`config.mk`:
```
export PLATFORM = sky130hd
export DESIGN_NAME = burst_sampler
export DESIGN_NICKNAME = d
export VERILOG_FILES = /design/src/rtl/bsched_pkg.sv /design/src/rtl/bsched_timer.sv /design/src/rtl/bsched_pick.sv /design/src/rtl/bsched_hold.sv /design/src/rtl/burst_sampler.sv
export SDC_FILE = /design/constraint.sdc
export NUM_CORES = 1
export LEC_CHECK = 0
export ABC_AREA = 1
export BUFFER_PORTS_ARGS = -buffer_cell sky130_fd_sc_hd__clkbuf_2
export CORE_MARGIN = 4
export CORE_UTILIZATION = 45
export CTS_BUF_LIST = sky130_fd_sc_hd__clkbuf_2
export DETAILED_ROUTE_END_ITERATION = 8
export MAX_ROUTING_LAYER = met4
export PLACE_DENSITY = 0.69
export SLEW_MARGIN = 20
export SYNTH_ARGS = -nofsm -noshare
export SYNTH_HDL_FRONTEND = slang
export SYNTH_SLANG_ARGS = --single-unit
```
`constraint.sdc`:
```
create_clock -name clk -period 3.15 [get_ports clk]
set_input_delay 0 -clock clk [delete_from_list [all_inputs] [get_ports clk]]
set_output_delay 0 -clock clk [all_outputs]
set_load 0.005 [all_outputs]
```
`src/rtl/bsched_pkg.sv`:
```
// Shared types for the burst sampling scheduler.
package bsched_pkg;
    // Scheduler phases: converter off, warming up, request out,
    // waiting for a result, result offered downstream.
    typedef enum logic [2:0] {
        PH_SLEEP = 3'd0,
        PH_WAKE  = 3'd1,
        PH_ISSUE = 3'd2,
        PH_WAIT  = 3'd3,
        PH_SHOW  = 3'd4
    } phase_t;
endpackage

```
`src/rtl/bsched_timer.sv`:
```
// Phase timer: counts cycles while run is high and restarts at zero
// whenever run is low. done is high in the cycle in which the phase has
// lasted max(1, limit) cycles. Assumes limit is steady while run is high.
module bsched_timer #(
    parameter int LW = 17
) (
    input  logic          clk,
    input  logic          rst_n,
    input  logic          run,
    input  logic [LW-1:0] limit,
    output logic          done
);
    logic [LW-1:0] cnt;

    // Saturating count of cycles spent in the timed phase.
    always_ff @(posedge clk) begin
        if (!rst_n) begin
            cnt <= '0;
        end else if (!run) begin
            cnt <= '0;
        end else if (cnt != '1) begin
            cnt <= cnt + 1'b1;
        end
    end

    // Compare elapsed+1 against the limit, widened so nothing wraps.
    always_comb begin
        done = (({1'b0, cnt} + {{LW{1'b0}}, 1'b1}) >= {1'b0, limit});
    end
endmodule

```
`src/rtl/bsched_pick.sv`:
```
// Channel picker: returns the lowest enabled channel at or above base
// (incl=1) or strictly above base (incl=0). Assumes NCH is a power of two.
module bsched_pick #(
    parameter int NCH = 8,
    parameter int CW  = $clog2(NCH)
) (
    input  logic [NCH-1:0] mask,
    input  logic [CW-1:0]  base,
    input  logic           incl,
    output logic           found,
    output logic [CW-1:0]  idx
);
    logic [NCH-1:0] elig;

    for (genvar g = 0; g < NCH; g++) begin : g_elig
        localparam logic [CW-1:0] GI = CW'(g);
        // Channel g qualifies when enabled and positioned after the base.
        always_comb begin
            elig[g] = mask[g] && ((GI > base) || (incl && (GI == base)));
        end
    end

    // Lowest-index priority encode over the qualifying channels.
    always_comb begin
        found = 1'b0;
        idx   = '0;
        for (int i = NCH - 1; i >= 0; i--) begin
            if (elig[i]) begin
                found = 1'b1;
                idx   = CW'(i);
            end
        end
    end
endmodule

```
`src/rtl/bsched_hold.sv`:
```
// Result holding register: captures a tagged sample on load and offers
// it until drop. Assumes load and drop never coincide.
module bsched_hold #(
    parameter int CW = 3,
    parameter int DW = 8
) (
    input  logic          clk,
    input  logic          rst_n,
    input  logic          load,
    input  logic [CW-1:0] in_chan,
    input  logic [DW-1:0] in_data,
    input  logic          drop,
    output logic          out_valid,
    output logic [CW-1:0] out_chan,
    output logic [DW-1:0] out_data
);
    // Valid flag: set by a capture, cleared by acceptance.
    always_ff @(posedge clk) begin
        if (!rst_n) begin
            out_valid <= 1'b0;
        end else if (load) begin
            out_valid <= 1'b1;
        end else if (drop) begin
            out_valid <= 1'b0;
        end
    end

    // Payload capture; held unchanged while offered.
    always_ff @(posedge clk) begin
        if (!rst_n) begin
            out_chan <= '0;
            out_data <= '0;
        end else if (load) begin
            out_chan <= in_chan;
            out_data <= in_data;
        end
    end
endmodule

```
`src/rtl/burst_sampler.sv`:
```
// Burst sampling scheduler. It keeps the converter powered down for
// cfg_sleep_cycles, wakes it, and waits the warm-up time (plus the
// reference switch time if enabled). It then requests every enabled
// channel in ascending order, one at a time, and powers down after the
// last sample is accepted. The first burst after reset begins with a
// discarded conversion. Assumes timing fields stay steady during a burst
// and that one cnv_valid pulse follows each accepted request.
module burst_sampler #(
    parameter int NCH = 8,
    parameter int DW  = 8,
    parameter int TW  = 16
) (
    input  logic                     clk,
    input  logic                     rst_n,
    input  logic [NCH-1:0]           cfg_chan_en,
    input  logic [TW-1:0]            cfg_sleep_cycles,
    input  logic [TW-1:0]            cfg_warm_cycles,
    input  logic [TW-1:0]            cfg_refsw_cycles,
    input  logic                     cfg_refsw_on,
    output logic                     pwr_on,
    output logic                     req_valid,
    input  logic                     req_ready,
    output logic [$clog2(NCH)-1:0]   req_chan,
    input  logic                     cnv_valid,
    input  logic [DW-1:0]            cnv_data,
    output logic                     res_valid,
    input  logic                     res_ready,
    output logic [$clog2(NCH)-1:0]   res_chan,
    output logic [DW-1:0]            res_data
);
    import bsched_pkg::*;

    localparam int CW = $clog2(NCH);
    localparam int LW = TW + 1;

    phase_t         phase, phase_nx;
    logic [NCH-1:0] burst_mask, burst_mask_nx;
    logic [CW-1:0]  cur_chan, cur_chan_nx;
    logic           dummy_pend, dummy_pend_nx;

    logic           sleep_done, warm_done;
    logic [LW-1:0]  sleep_lim, warm_lim;
    logic           pick_found;
    logic [CW-1:0]  pick_idx, pick_base;
    logic           pick_incl;
    logic           hold_load, hold_drop;

    // Timer limits; the reference switch time adds to warm-up when enabled.
    always_comb begin
        sleep_lim = {1'b0, cfg_sleep_cycles};
        warm_lim  = {1'b0, cfg_warm_cycles}
                  + (cfg_refsw_on ? {1'b0, cfg_refsw_cycles} : {LW{1'b0}});
    end

    bsched_timer #(.LW(LW)) u_sleep_tmr (
        .clk   (clk),
        .rst_n (rst_n),
        .run   (phase == PH_SLEEP),
        .limit (sleep_lim),
        .done  (sleep_done)
    );

    bsched_timer #(.LW(LW)) u_warm_tmr (
        .clk   (clk),
        .rst_n (rst_n),
        .run   (phase == PH_WAKE),
        .limit (warm_lim),
        .done  (warm_done)
    );

    // Picker search: from channel 0 at burst start, otherwise past current.
    always_comb begin
        pick_incl = (phase == PH_WAKE);
        pick_base = (phase == PH_WAKE) ? '0 : cur_chan;
    end

    bsched_pick #(.NCH(NCH), .CW(CW)) u_pick (
        .mask  (burst_mask),
        .base  (pick_base),
        .incl  (pick_incl),
        .found (pick_found),
        .idx   (pick_idx)
    );

    // Kept results load the holding register; acceptance drains it.
    always_comb begin
        hold_load = (phase == PH_WAIT) && cnv_valid && !dummy_pend;
        hold_drop = (phase == PH_SHOW) && res_ready;
    end

    bsched_hold #(.CW(CW), .DW(DW)) u_hold (
        .clk       (clk),
        .rst_n     (rst_n),
        .load      (hold_load),
        .in_chan   (cur_chan),
        .in_data   (cnv_data),
        .drop      (hold_drop),
        .out_valid (res_valid),
        .out_chan  (res_chan),
        .out_data  (res_data)
    );

    // Next-state logic of the burst sequencer.
    always_comb begin
        phase_nx      = phase;
        burst_mask_nx = burst_mask;
        cur_chan_nx   = cur_chan;
        dummy_pend_nx = dummy_pend;
        unique case (phase)
            PH_SLEEP: begin
                if (sleep_done && (cfg_chan_en != '0)) begin
                    phase_nx      = PH_WAKE;
                    burst_mask_nx = cfg_chan_en;
                end
            end
            PH_WAKE: begin
                if (warm_done) begin
                    phase_nx    = pick_found ? PH_ISSUE : PH_SLEEP;
                    cur_chan_nx = pick_idx;
                end
            end
            PH_ISSUE: begin
                if (req_ready) begin
                    phase_nx = PH_WAIT;
                end
            end
            PH_WAIT: begin
                if (cnv_valid) begin
                    if (dummy_pend) begin
                        dummy_pend_nx = 1'b0;
                        phase_nx      = PH_ISSUE;
                    end else begin
                        phase_nx = PH_SHOW;
                    end
                end
            end
            PH_SHOW: begin
                if (res_ready) begin
                    phase_nx    = pick_found ? PH_ISSUE : PH_SLEEP;
                    cur_chan_nx = pick_found ? pick_idx : cur_chan;
                end
            end
            default: phase_nx = PH_SLEEP;
        endcase
    end

    // Sequencer state registers; the discard flag is armed by reset only.
    always_ff @(posedge clk) begin
        if (!rst_n) begin
            phase      <= PH_SLEEP;
            burst_mask <= '0;
            cur_chan   <= '0;
            dummy_pend <= 1'b1;
        end else begin
            phase      <= phase_nx;
            burst_mask <= burst_mask_nx;
            cur_chan   <= cur_chan_nx;
            dummy_pend <= dummy_pend_nx;
        end
    end

    // Pin and request outputs decoded from the phase register.
    always_comb begin
        pwr_on    = (phase != PH_SLEEP);
        req_valid = (phase == PH_ISSUE);
        req_chan  = cur_chan;
    end
endmodule

```
==> flow_summary.yaml, run 1 <==
status:
  outcome: "finished clean"
routing:
  average_wire_per_cell_in_the_routed_design_um: 11.9
  ant_nets: 0
  detail_route.vias_per_cell: 4.92
  routed_wirelength_um: 11900
  route.vias.total: 4949
  detail_route.iter0.violations: 246
  drtPass1Iterations: 5
  detail_route.drc_violations: 0
setup_path:
  timing.critical_path.from: "u_sleep_tmr.cnt[0]$_SDFFE_PN0P_"
  crit_required_ns: 3.61
  critical_path_cell_sequence: "ha_4 > nand2_4 > nor2_4 > inv_2 > nor2_4 > nand2_2 > nor3_4 > nand2_1 > xor2_1 > inv_1 > ha_4 > nand2_4 > nor2_4 > nand4_1 > nor2_1 > nor2_1 > nand2_1 > nor2_2 > nand2_2 > nand2_4 > nor2_4 > buf_6 > o21ai_0 > nor2_1"
  critical-path-slowest-cell: "dfxtp_2"
  critical_path.top_delay_family: "simple AND/OR/NAND/NOR gates"
  critPathKind: "flip-flop to flip-flop"
  timing.rr.start: "u_sleep_tmr.cnt[0]$_SDFFE_PN0P_"
  crit_path_start_kind: "flip-flop"
  critical_path.endpoint_type: "flip-flop"
  critical_path_depth: 24
  worstPathMaxFanout: 5
  critPathArrivalTime_ns: 3.51
  critical_path.n_buffers_inverters: 3
  cp_slowest_stage_delay_ns: 0.40
  ff2ff_path_depth: 24
  timing.critical_path.mode_cell: "nor2_4"
min_path:
  worst_hold_path_type: "input port to flip-flop"
  hold_depth: 4
  holdCritStartpoint: "cfg_chan_en[2]"
clocking:
  cts_buffers: 9
  clockBufferDepth: 2
  ctsRootBufferMaster: "clkbuf_2"
  cts.sinks: 61
  cts_tree: "yes"
  cts.clk_slew.worst_paths_ns: 0.21
  cts-htree-levels: 3
  worstSkewPairLatency_ns: 0.52
power:
  p_per_area_mw_per_mm2: 283
  worst_ir_drop_vdd_uv: 175
  fin_total_pwr_uw: 1750
  leakage_uw: 0.00339
sta:
  finalWorstPathRequiredPeriod_ns: 3.06
  setup-violations-final: 0
  final.period_utilization_pct: 97.0
  tns_ns: 0
  clock_skew_ns: 0.0255
  grt_setup_unrepaired: "yes"
  max_freq_mhz: 327
  timing.max_slew.rel_slack_pct: 63.2
  worst_pin_slew_ns: 0.549
  report.final.hold_viol_count: 0
  final_slew_violations: 0
layout:
  utilization_pct: 59.8
  drive_above_1_share_pct: 23.0
  signed_area_change_from_the_synthesized_netlist_to_the_final_layout_pct: 29.2
  fin_nets: 989
  number_of_inserted_diodes: 0
  n_fill_cell: 987
  post-route-cell-area_mm2: 0.00620
  multi_input_comb_area_mm2: 0.00323
  final-seq-area_mm2: 0.00123
  instances_no_fill: 1006
global_route:
  number_of_global_route_vias_before_repair: 4786
  grt_antenna_before_repair: 0
  grt.overflow.total: 0
  grt_max_degree: 24
  global_route_wire_length_before_repair_um: 20100
  track_usage_pct: 19.3
synth:
  syn-cell-area_mm2: 0.00480
  synth_enable_flop_cells: 0
  synth.ff_latch_count: 61
  synth.distinct_cells: 41
  syn_area_per_cell_um2: 6.66
  postSynth.topFlopCell: "dfxtp_1"
  syn_nets: 845
  synth_async_sr_flop_share_pct: 0
  total_of_warnings_raised_by_yosys: 0
  synth_seq_area_share_pct: 25.4
  post_synth_inst_count: 721
floorplanning:
  start_util_pct: 46.3
  floorplan.core_area_mm2: 0.0104
  core.rowCount: 37
  fp.dieH_um: 111
  die_x_um: 111
  fp.dieArea_mm2: 0.0124
  ios: 87
placed_design:
  cell_total_after_placement: 950
  globalplace.congestion: 0.892
  io_buffer_count: 86
  detailed_place.area_mm2: 0.00550
  hpwlAfterDp_um: 8940
flow_run:
  drv.max_cap_violation_count: 0
==> registers in the layout, summed over array words and instances (netlist names) <==
name / count
burst_mask: 8
u_hold.out_chan: 3
u_hold.out_valid: 1
u_hold.out_data: 8
u_sleep_tmr.cnt: 17
req_chan: 3
u_warm_tmr.cnt: 17
phase: 3
dummy_pend: 1
==> through the flow <==
stage	hold WS, ns	setup WS [ns]
2_1_floorplan	0.135	0.0125
3_3_place_gp	0.249	0.0560
3_5_place_dp	0.260	-0.118
4_1_cts	0.254	0.0152
5_1_grt	0.278	-0.170
6_report	0.292	0.0942
==> repair_timing <==
action | in CTS | in global routing
gates resized for setup | 3 | 54
setup buffers | 0 | 11
pin swaps | 0 | 34
hold endpoints to repair | 24 | 0
setup endpoints to repair | 4 | 13
hold buffers | 29 | 0
==> cell usage in the layout (no fill, tap or decap), types with 2 or more instances in the layout <==
master	count
a211oi_1	5
a21o_1	4
a21oi_1	59
a21oi_2	2
a31oi_1	2
buf_4	30
buf_6	3
clkbuf_2	95
clkinv_1	3
clkinv_4	2
clkinvlp_4	2
dfxtp_1	53
dfxtp_2	8
dlygate4sd3_1	29
ha_1	50
ha_4	3
inv_1	117
inv_2	4
nand2_1	140
nand2_2	10
nand2_4	5
nand3_1	27
nand3_2	3
nand4_1	10
nor2_1	77
nor2_2	7
nor2_4	8
nor3_1	5
nor3_4	3
nor4_1	3
o21ai_0	33
o21ai_1	9
o21ai_2	4
o21bai_1	2
xnor2_1	5
xor2_1	32
==> per-layer routing <==
layer  part of all wire (%)  track usage, %  vias up
li1                       -               -     2596
met1                     44            22.2     2240
met2                     51            34.1       90
met3                    3.5            4.04       23
met4                    1.7            4.95        0
met5                      0               -        -
==> Yosys cell counts, types with 3 or more instances <==
cell	instances	area share, %
nand4_1	10	1.3
nor4_1	3	0.39
clkbuf_1	11	0.86
a211oi_1	5	0.78
inv_2	3	0.23
buf_2	3	0.31
dfxtp_1	61	25
inv_1	119	9.3
nor3_1	5	0.52
nor2_1	87	6.8
ha_1	53	14
nor3_2	3	0.63
o21ai_0	36	3.8
nand2_1	146	11
a21oi_1	60	6.3
a21o_1	4	0.63
xor2_1	33	6.0
xnor2_1	5	0.91
nand3_1	28	2.9
nand2_2	9	1.2
nor2_4	3	0.70
o21ai_1	8	0.83
==> cell families (layout without fill, tap and decap cells) <==
group | Yosys count | in the layout | synth area share [%]
AOI/OAI and AO/OA | 127 | 127 | 14.7
xor gates and xnor gates | 38 | 38 | 6.94
adders and majority gates | 54 | 54 | 14.2
buffers and inverters | 139 | 288 | 11.0
DFF | 61 | 61 | 25.4
and+or+nand+nor | 302 | 302 | 27.7
==> path summary, 6_finish.rpt <==
kind	slack [ns]	endpoint
max	0.09	burst_mask[6]$_SDFFE_PN0P_
max reg2reg	0.09	burst_mask[6]$_SDFFE_PN0P_
min	0.29	burst_mask[2]$_SDFFE_PN0P_
min reg2reg	0.48	u_hold.out_data[2]$_SDFFE_PN0P_
==> worst register-to-register path, delay by kind of cell, from the launching register on <==
kind | cells | cell delay, ns
adders and majority gates | 2 | 0.43
and+or+nand+nor | 17 | 1.62
buffers and inverters | 3 | 0.31
DFF | 1 | 0.40
xor gates and xnor gates | 1 | 0.17
AOI/OAI and AO/OA | 1 | 0.08
==> layout make-up <==
class	instances	share of cell area [%]
tap	136	2.74
inverter	124	7.55
clock inverter	7	1.21
multi-input combinational	521	52.1
sequential	61	19.9
timing repair buffer	148	15.8
clock buffer	9	0.726
==> where the power goes <==
group | internal [uW] | switching (uW) | total, uW
registers | 785 | 13.9 | 799
logic | 203 | 239 | 443
clock network | 185 | 325 | 511
Power figures use the tool's default switching activity.
==> run 2, diff against run 1 <==
Settings changed: ABC_AREA 1 to default, CELL_PAD_IN_SITES_DETAIL_PLACEMENT from default to 0, CELL_PAD_IN_SITES_GLOBAL_PLACEMENT from default to 1, CORE_UTILIZATION 45 to 43, PLACE_DENSITY 0.69 to default, PLACE_DENSITY_LB_ADDON from default to 0.1.
Clock period 3.15 ns to 3.16 ns, I/O delays scaled along.
==> run 2 against run 1 <==
  * Final cell count decreased by 10%
  * Clock-buffer cell count increased by 1
  * Clock power is 10% lower
  * Via count is 5.9% lower
  * Maximum frequency shrank 6.2%
  * Utilization is 2.1 points lower
  * Highest routed layer unchanged
  * Total power decreased by 9.3%
  * The run now ends with setup timing left
  * Worst hold slack worse by 0.23 ns
==> flow_summary.yaml, run 2 <==
setup_path:
  critPathKind: "flip-flop to flip-flop"
  critPathArrivalTime_ns: 3.68
  worstPathMaxFanout: 8
  crit_path_start_kind: "flip-flop"
  critical_path_cell_sequence: "ha_4 > and3_4 > and3_4 > nand3_2 > or4_4 > xnor2_2 > ha_4 > and4_1 > nand3_2 > nor3_4 > a211oi_2 > nand3b_1 > buf_12 > mux2i_1 > nor2b_1"
  critical-path-slowest-cell: "or4_4"
  critical_path.n_buffers_inverters: 1
  critical_path.endpoint_type: "flip-flop"
  crit_required_ns: 3.58
  critical_path.top_delay_family: "simple AND/OR/NAND/NOR gates"
  cp_slowest_stage_delay_ns: 0.51
layout:
  number_of_inserted_diodes: 0
  utilization_pct: 57.7
  multi_input_comb_area_mm2: 0.00350
  layout.cells.most_common: "clkbuf_2"
  most_used_cells_in_the_layout_excluding_fill_and_tap_cells: "96 x clkbuf_2, 64 x buf_4, 60 x nand2_1"
  fin_nets: 883
  n_fill_cell: 1022
  biggestRegsByFlops: "u_sleep_tmr.cnt (17), u_warm_tmr.cnt (17)"
  instances_no_fill: 904
  final-seq-area_mm2: 0.00124
  drive_above_1_share_pct: 28.0
  signed_area_change_from_the_synthesized_netlist_to_the_final_layout_pct: 31.5
power:
  leakage_uw: 0.00286
  p_per_area_mw_per_mm2: 254
  worst_ir_drop_vdd_uv: 269
clocking:
  cts.sinks: 61
  cts.clk_slew.worst_paths_ns: 0.18
  ctsRootBufferMaster: "clkbuf_2"
  clockBufferDepth: 2
  cts_buffers: 9
  cts_tree: "yes"
  cts-htree-levels: 3
  worstSkewPairLatency_ns: 0.50
synth:
  syn_nets: 724
  synth.ff_latch_count: 61
  ys_top_cells_by_count: "61 x dfxtp_1, 60 x nand2_1, 55 x nor2_1, 53 x ha_1, 36 x xnor2_1"
  synth_top_area_share_pct: 25.7
  total_of_warnings_raised_by_yosys: 0
  synth_enable_flop_cells: 0
  leading_post_synthesis_cells_by_cell_area: "dfxtp_1 26%, ha_1 14%, xnor2_1 6.6%"
  synth_async_sr_flop_share_pct: 0
  syn-cell-area_mm2: 0.00475
  syn_area_per_cell_um2: 7.92
  postSynth.topFlopCell: "dfxtp_1"
  synthMostInstantiatedCell: "dfxtp_1"
  post_synth_inst_count: 600
  synth.distinct_cells: 48
  synth_seq_area_share_pct: 25.7
  synth_area_leader_cell: "dfxtp_1"
routing:
  drtPass1Iterations: 4
  average_wire_per_cell_in_the_routed_design_um: 13.0
  route.vias.total: 4658
  detail_route.drc_violations: 0
  routed_wirelength_um: 11800
  detail_route.iter0.violations: 256
  ant_nets: 0
  detail_route.vias_per_cell: 5.15
floorplanning:
  floorplan.core_area_mm2: 0.0108
  die_x_um: 113
  ios: 87
  start_util_pct: 43.9
  fp.dieH_um: 113
  core.rowCount: 38
  fp.dieArea_mm2: 0.0128
sta:
  final.period_utilization_pct: 103
  report.final.hold_viol_count: 0
  setup-violations-final: 9
  worst_pin_slew_ns: 0.622
  max_freq_mhz: 307
  final_slew_violations: 0
  grt_setup_unrepaired: "yes"
  timing.max_slew.rel_slack_pct: 58.4
  finalWorstPathRequiredPeriod_ns: 3.26
  final.setup.worst_slack_ns: -0.0992
  clock_skew_ns: 0.0251
global_route:
  grt_max_degree: 33
  track_usage_pct: 19.2
  number_of_global_route_vias_before_repair: 4680
  global_route_wire_length_before_repair_um: 20100
  grt.overflow.total: 0
  grt_antenna_before_repair: 0
placed_design:
  cell_total_after_placement: 865
  globalplace.congestion: 0.928
  place_ws_ns: -0.303
  hpwlAfterDp_um: 9090
  io_buffer_count: 86
status:
  violations: "setup timing"
  outcome: "finished, violations left"
flow_run:
  drv.max_cap_violation_count: 0
min_path:
  worst_hold_path_type: "input port to flip-flop"
run 2: cell count changes in the layout (fill, tap and decap cells not counted), sizes merged, moves of 12 or more:
cell / previous run / this run
buf: 33 / 65
nand3: 31 / 18
mux2i: 0 / 16
inv: 123 / 26
nor2: 92 / 55
o21ai: 46 / 29
nand2: 155 / 60
or3: 0 / 14
and2: 0 / 17
a21boi: 2 / 14
nor2b: 0 / 17
xnor2: 5 / 36
a21oi: 62 / 34
run 2: kinds of logic (layout without fill, tap and decap cells):
family          Yosys count  count (layout)  synth area share [%]
flops                    61              61                  25.7
simple gates            238             238                  24.9
mux                      17              17                  3.61
fa+ha+maj                54              54                  14.4
buf+inv                  49             213                  4.08
xor+xnor                 60              60                  11.1
compound gates          121             121                  16.3
run 2: through the flow:
| stage | total power [uW] | hold WS [ns] | cell area (um^2) | setup TNS, ns |
|---|---|---|---|---|
| final | 1590 | 0.0647 | 6250 | -0.736 |
| after global routing | 1700 | 0.0362 | 6250 | -2.18 |
| after CTS | 1620 | 0.00928 | 6170 | -0.0168 |
| after detailed placement | 1120 | 0.244 | 5790 | -2.81 |
| after global placement | 1110 | 0.236 | 5790 | -1.78 |
| after floorplan | 984 | 0.145 | 4810 | 0 |
run 2: path summary, 6_finish.rpt:
| path | from | endpoint | slack [ns] | cells past startpoint |
|---|---|---|---|---|
| setup / recovery | u_sleep_tmr.cnt[1]$_SDFFE_PN0P_ | burst_mask[2]$_SDFFE_PN0P_ | -0.1 | 15 |
| hold / removal | rst_n | req_chan[0]$_SDFFE_PN0P_ | 0.06 | 3 |
| setup reg to reg | u_sleep_tmr.cnt[1]$_SDFFE_PN0P_ | burst_mask[2]$_SDFFE_PN0P_ | -0.1 | 15 |
| hold reg to reg | u_hold.out_data[3]$_SDFFE_PN0P_ | u_hold.out_data[3]$_SDFFE_PN0P_ | 0.48 | 2 |
run 2: cell type report:
type                       count  share of cell area (%)
timing repair buffer         171                    18.1
sequential                    61                    19.9
inverter                      26                    1.56
tap                          140                    2.80
multi-input combinational    490                    56.0
clock inverter                 6                   0.861
clock buffer                  10                   0.801
run 2: tightest hold or removal path: cells and delay by family:
kind | cells | cell delay, ns
and+or+nand+nor | 1 | 0.15
muxes | 1 | 0.06
buffers and inverters | 1 | 0.33
run 2: metal layers:
layer / wire length, um / vias to the layer above / part of all wire, % / GRT usage [%]
met5: 0 / - / 0 / -
met4: 250 / 0 / 2.1 / 7.45
met3: 585 / 27 / 5.0 / 3.80
met2: 5910 / 122 / 50 / 34.1
met1: 5050 / 2090 / 43 / 21.0
li1: - / 2419 / - / -
run 2: power by group:
part           switching [uW]  leakage [uW]  internal, uW  total (uW)
sequential               3.83      0.000497           772         776
combinational             163       0.00230           190         353
clock                     283     0.0000644           177         460
total                     450       0.00286          1140        1590
run 2: what timing repair did:
item,in CTS,in global routing
endpoints found under the hold margin,21,0
pin swaps,6,14
buffers inserted,2,1
gates resized for setup,11,23
endpoints found under the setup margin,9,13
hold buffers,20,0
